--- config.mk ---
export PLATFORM = sky130hd
export DESIGN_NAME = pe_mcast_bus
export DESIGN_NICKNAME = d
export VERILOG_FILES = /design/src/rtl/pe_bus_pkg.sv /design/src/rtl/pe_bus_row_node.sv /design/src/rtl/pe_bus_elem_node.sv /design/src/rtl/pe_mcast_bus.sv
export SDC_FILE = /design/constraint.sdc
export NUM_CORES = 2
export LEC_CHECK = 0
export ABC_AREA = 1
export ABC_CLOCK_PERIOD_IN_PS = 4710
export CAP_MARGIN = 40
export CORE_AREA = 2 2 671 673
export DETAILED_ROUTE_END_ITERATION = 10
export DIE_AREA = 0 0 673 675
export DONT_BUFFER_PORTS = 1
export PLACE_DENSITY = 0.3
export SYNTH_ARGS = -nofsm -noshare
export SYNTH_HDL_FRONTEND = slang
export SYNTH_SLANG_ARGS = --single-unit
--- constraint.sdc ---
create_clock -name clk -period 4.71 [get_ports clk]
set_input_delay 0.942 -clock clk [delete_from_list [all_inputs] [get_ports clk]]
set_output_delay 0.942 -clock clk [all_outputs]
set_load 0.01 [all_outputs]
--- src/rtl/pe_bus_pkg.sv ---
package pe_bus_pkg;

  typedef enum logic {
    KIND_ACT = 1'b0,
    KIND_WGT = 1'b1
  } pkt_kind_e;

  typedef enum logic {
    CFG_ROW_KEY  = 1'b0,
    CFG_ELEM_KEY = 1'b1
  } cfg_kind_e;

  function automatic int idx_w(input int n);
    return (n > 1) ? $clog2(n) : 1;
  endfunction

endpackage

--- src/rtl/pe_bus_row_node.sv ---
module pe_bus_row_node #(
  parameter int ROW_IDX = 0,
  parameter int ID_W    = 4
) (
  input  logic            clk,
  input  logic            rst_n,
  input  logic            cfg_hit,
  input  logic [ID_W-1:0] cfg_id,
  input  logic [ID_W-1:0] pkt_row,
  output logic            row_hit
);
  localparam logic [ID_W-1:0] RST_KEY = ID_W'(ROW_IDX);

  logic [ID_W-1:0] key_q;

  always_ff @(posedge clk or negedge rst_n) begin
    if (!rst_n)       key_q <= RST_KEY;
    else if (cfg_hit) key_q <= cfg_id;
  end

  assign row_hit = (key_q == pkt_row);
endmodule

--- src/rtl/pe_bus_elem_node.sv ---
module pe_bus_elem_node
  import pe_bus_pkg::*;
#(
  parameter int COL_IDX = 0,
  parameter int ID_W    = 4
) (
  input  logic            clk,
  input  logic            rst_n,
  input  logic            cfg_hit,
  input  logic [ID_W-1:0] cfg_id,
  input  logic            row_hit,
  input  logic [ID_W-1:0] pkt_col,
  input  pkt_kind_e       pkt_kind,
  input  logic            act_free,
  input  logic            wgt_free,
  output logic            sel,
  output logic            blocked
);
  localparam logic [ID_W-1:0] RST_KEY = ID_W'(COL_IDX);

  logic [ID_W-1:0] key_q;
  logic            tgt_free;

  always_ff @(posedge clk or negedge rst_n) begin
    if (!rst_n)       key_q <= RST_KEY;
    else if (cfg_hit) key_q <= cfg_id;
  end

  assign sel      = row_hit && (key_q == pkt_col);
  assign tgt_free = (pkt_kind == KIND_ACT) ? act_free : wgt_free;
  assign blocked  = sel && !tgt_free;
endmodule

--- src/rtl/pe_mcast_bus.sv ---
module pe_mcast_bus
  import pe_bus_pkg::*;
#(
  parameter int ROWS   = 15,
  parameter int COLS   = 16,
  parameter int ID_W   = 4,
  parameter int DATA_W = 256,
  localparam int RIX_W = idx_w(ROWS),
  localparam int CIX_W = idx_w(COLS),
  localparam int NPE   = ROWS * COLS
) (
  input  logic              clk,
  input  logic              rst_n,
  input  logic              cfg_we,
  input  logic              cfg_kind,
  input  logic [RIX_W-1:0]  cfg_row,
  input  logic [CIX_W-1:0]  cfg_col,
  input  logic [ID_W-1:0]   cfg_id,
  input  logic              in_valid,
  output logic              in_ready,
  input  logic              in_kind,
  input  logic [ID_W-1:0]   in_row_id,
  input  logic [ID_W-1:0]   in_col_id,
  input  logic [DATA_W-1:0] in_data,
  input  logic [NPE-1:0]    pe_act_free,
  input  logic [NPE-1:0]    pe_wgt_free,
  output logic [DATA_W-1:0] pe_data,
  output logic [NPE-1:0]    pe_load_act,
  output logic [NPE-1:0]    pe_load_wgt,
  output logic [NPE-1:0]    deliver_mask
);
  pkt_kind_e       kind;
  cfg_kind_e       ckind;
  logic [ROWS-1:0] row_hit;
  logic [NPE-1:0]  sel;
  logic [NPE-1:0]  blocked;
  logic            fire;

  assign kind  = pkt_kind_e'(in_kind);
  assign ckind = cfg_kind_e'(cfg_kind);

  for (genvar r = 0; r < ROWS; r++) begin : g_row
    logic row_cfg_hit;
    assign row_cfg_hit = cfg_we && (ckind == CFG_ROW_KEY) &&
                         (cfg_row == RIX_W'(r));

    pe_bus_row_node #(.ROW_IDX(r), .ID_W(ID_W)) u_row (
      .clk     (clk),
      .rst_n   (rst_n),
      .cfg_hit (row_cfg_hit),
      .cfg_id  (cfg_id),
      .pkt_row (in_row_id),
      .row_hit (row_hit[r])
    );

    for (genvar c = 0; c < COLS; c++) begin : g_col
      logic elem_cfg_hit;
      assign elem_cfg_hit = cfg_we && (ckind == CFG_ELEM_KEY) &&
                            (cfg_row == RIX_W'(r)) && (cfg_col == CIX_W'(c));

      pe_bus_elem_node #(.COL_IDX(c), .ID_W(ID_W)) u_elem (
        .clk      (clk),
        .rst_n    (rst_n),
        .cfg_hit  (elem_cfg_hit),
        .cfg_id   (cfg_id),
        .row_hit  (row_hit[r]),
        .pkt_col  (in_col_id),
        .pkt_kind (kind),
        .act_free (pe_act_free[r*COLS+c]),
        .wgt_free (pe_wgt_free[r*COLS+c]),
        .sel      (sel[r*COLS+c]),
        .blocked  (blocked[r*COLS+c])
      );
    end
  end

  // Accept only when no addressed element is full for this packet kind.
  assign in_ready     = ~|blocked;
  assign fire         = in_valid && in_ready;
  assign deliver_mask = fire ? sel : '0;
  assign pe_load_act  = (kind == KIND_ACT) ? deliver_mask : '0;
  assign pe_load_wgt  = (kind == KIND_WGT) ? deliver_mask : '0;
  assign pe_data      = in_data;
endmodule

==> metrics.yaml <==
timing:
  fmax_ghz: 0.169
  setup_ws_ps: -1220
  setup_viol: 721
  min_period_ps: 5930
  tightest_slew_ps: 1650
  finalSetupTns_ps: -745360
  relSlewSlack_pct: -10.0
  slew_violations: 54
  final.period_utilization_pct: 126
  rsz0062_at_grt: "yes"
  hold_violations: 0
  finalClockSkew_ps: 0
  hold_ws_ps: 12.7
floorplan:
  placementRows: 246
  die_h_um: 675
  die-width_um: 673
  coreArea_um2: 447000
  start_util_pct: 15.6
  ios: 1739
  die_area_um2: 454000
logic_synthesis:
  synth_seq_area_share_pct: 37.5
  syn_nets: 10603
  syn_area_um2: 69800
  ys_types: 28
  yosysTopAreaCellShare_pct: 19.1
  synth_warnings: 0
  syn-instance-count: 9841
  synth_top_cell_by_area: "dfstp_2"
  avgSynthCellArea_um2: 7.09
  ys_ff_latch: 1020
  yosys-top-cells-area: "dfstp_2 (19%), nand2_1 (19%), dfrtp_1 (18%)"
detailed_routing:
  routed_wl_mm: 527
  antenna_left: 0
  wl_per_cell_um: 32.2
  drt_iter0_markers: 5776
  via_per_inst: 4.10
  drt_pass1_iterations: 6
  drc_errors: 0
  vias: 67164
finish:
  area_growth_pct: 35.0
  fin_util_pct: 21.1
  finalNetCount: 10974
  final_area_um2: 94200
  drive_gt1_share_pct: 28.2
critical_path:
  critPathMaxFanout: 240
  cp-start-kind: "input port"
  crit_type: "input port to output pin"
  cp-endpoint: "pe_load_act[47]"
  reg2reg_depth: 3
  cp.arrival_ps: 4990
  r2r_end: "g_row[2].g_col[15].u_elem.key_q[3]"
  r2r_setup_slack_ps: 3870
  r2r_start: "g_row[2].g_col[15].u_elem.key_q[3]"
  cp.required_ps: 3770
  end_kind: "output pin"
  crit_start: "in_col_id[1]"
clock_tree:
  cts_buffers: 147
  cts_max_level: 4
  cts-root-buf: "clkbuf_16"
  clock_path_buffers: 4
  cts_tree: "built"
  clock_sinks: 1020
  clock_latency_ps: 820
  clk_pin_slew_ps: 60
power_and_ir_drop:
  clock_power_share_pct: 40.4
  power.leakage_nw: 38.2
  vdd_drop_max_mv: 0.263
  power_switching_w: 0.00868
  power_density_nw_per_um2: 293
  switching_share_pct: 31.4
  comb_power_share_pct: 25.4
  p_seq_share_pct: 34.3
  p_int_w: 0.0189
placed_design:
  placed_area_um2: 81200
  port-buffer-count: 0
  place.gp.congestion: 0.905
  hpwl_mm: 394
status:
  status: "finished with violations"
  violations: "max-slew violations, negative setup slack"
global_routing:
  antenna_found_initial: 265
  grt_pass1_vias: 62181
  gr-total-overflow: 0
  grt_pass1_wl_mm: 668
  grt_max_degree: 242
  gr-usage-all-layers_pct: 22.3
min_path:
  hold_path.class: "input port to async pin"
flow_run:
  drv_cap: 0
==> cell usage after synthesis, drive strengths merged <==
| library cell | instances |
|---|---|
| nand2 | 3482 |
| inv | 1345 |
| o21ai | 1025 |
| nor2 | 835 |
| buf | 549 |
| dfrtp | 512 |
| dfstp | 508 |
| nand3 | 484 |
| nand4 | 423 |
| clkbuf | 238 |
| mux2i | 235 |
| xnor2 | 165 |
| or2 | 24 |
| nor3 | 15 |
| clkinv | 1 |
==> area by class of cell <==
type	count	area (um2)
Timing Repair Buffer	1009	12700
Tap cell	5952	7450
Clock buffer	243	4520
Fill cell	50071	353000
Inverter	1346	5590
Multi-Input combinational cell	6688	37400
Antenna cell	121	303
Sequential cell	1020	26200
Clock inverter	14	103
==> layout by cell type, fill, tap and decap left out, types with 2 or more instances in the layout <==
cell,synthesis,routed
bufbuf_16,0,11
nand4_1,423,423
clkinvlp_4,0,7
buf_16,0,58
o21ai_1,2,2
dfrtp_1,512,512
or2_2,6,6
nand2_4,0,18
buf_4,300,514
nand2_2,2,26
nor3_2,0,15
dfstp_2,508,508
nor2_4,0,414
inv_1,1145,1099
nand3_4,190,235
clkbuf_8,0,40
inv_4,0,72
inv_8,0,13
o21ai_0,1023,1023
or2_1,2,3
nor2_1,452,223
inv_6,0,22
xnor2_1,165,165
buf_8,2,23
diode_2,0,121
clkinv_8,0,4
nand3_2,0,25
clkbuf_16,0,159
nor2_2,382,197
nand2_1,3480,3437
inv_2,200,127
buf_12,21,212
buf_6,12,183
clkbuf_1,238,52
or2_0,16,15
mux2i_1,235,235
nand3_1,294,224
clkinv_16,0,3
clkinv_2,0,11
==> per-layer routing <==
layer / global-route usage [%] / up-vias / share of wire (%)
li1: - / 31425 / -
met1: 25.9 / 32561 / 39
met2: 37.5 / 2229 / 48
met3: 7.37 / 848 / 8.7
met4: 9.20 / 101 / 4.9
met5: 0.0106 / - / 0.16
==> flip-flops by register name, summed over array words and instances, names as in the netlist <==
signal,count
g_row.g_col.u_elem.key_q,960
g_row.u_row.key_q,60
==> per-stage QoR <==
stage / worst slack (ps) / power, W / cells
6_report: -1220 / 0.0276 / 16393
5_1_grt: -1060 / 0.0287 / 16329
4_1_cts: -1100 / 0.0278 / 16230
3_5_place_dp: -2100 / 0.0142 / 15808
3_3_place_gp: -2350 / 0.0142 / 15797
2_1_floorplan: 795 / 0.0128 / 9841
==> worst min path at each step <==
stage / startpoint / end / slack (ps) / cells after the start
floorplan: g_row[11].g_col[12].u_elem.key_q[1] / g_row[11].g_col[12].u_elem.key_q[1] / 470 / 2
global placement: g_row[9].g_col[13].u_elem.key_q[3] / g_row[9].g_col[13].u_elem.key_q[3] / 490 / 2
detailed placement: g_row[8].g_col[15].u_elem.key_q[3] / g_row[8].g_col[15].u_elem.key_q[3] / 490 / 2
CTS: rst_n / g_row[7].g_col[11].u_elem.key_q[2] / 20 / 1
global route: rst_n / g_row[7].g_col[11].u_elem.key_q[2] / 40 / 1
finish: rst_n / g_row[7].g_col[11].u_elem.key_q[2] / 10 / 1
==> worst max-delay path, cell delays in order <==
cell       delay (ps)
clkinv_16         300
buf_6             140
buf_16            150
buf_12            160
buf_4             120
nand2_1            40
nand4_1            70
nor2_1             90
nand3_1           100
nand2_2            80
nor2_4            140
buf_12            150
nand2_2            60
nor2_2            100
nand2_1           110
nor2_4            140
nand2_4            70
nor2_8            110
buf_12            140
buf_16            170
buf_12            150
buf_8             120
buf_16            150
buf_12            120
nand3_4           150
nor2_4            170
==> kinds of logic after synthesis <==
family / after synthesis / share of synthesized area, %
AOI/OAI and AO/OA: 1025 / 7.35
buffers and inverters: 2133 / 14.1
and+or+nand+nor: 5263 / 35.6
muxes: 235 / 3.37
DFF: 1020 / 37.5
xor gates and xnor gates: 165 / 2.07
==> power by group through the flow <==
stage	registers [W]	clock network [W]	logic, W
6_report	0.00946	0.0112	0.00700
5_1_grt	0.00950	0.0118	0.00737
4_1_cts	0.00945	0.0115	0.00685
3_5_place_dp	0.00959	0	0.00466
3_3_place_gp	0.00959	0	0.00457
2_1_floorplan	0.00954	0	0.00330
==> timing repair <==
item	CTS	global route
buffers inserted	131	54
hold buffers	3	0
gates resized for setup	839	461
pin swaps	73	123
endpoints found under the setup margin	721	721
gates cloned	34	8
endpoints found under the hold margin	98	0
Power figures use the tool's default switching activity.
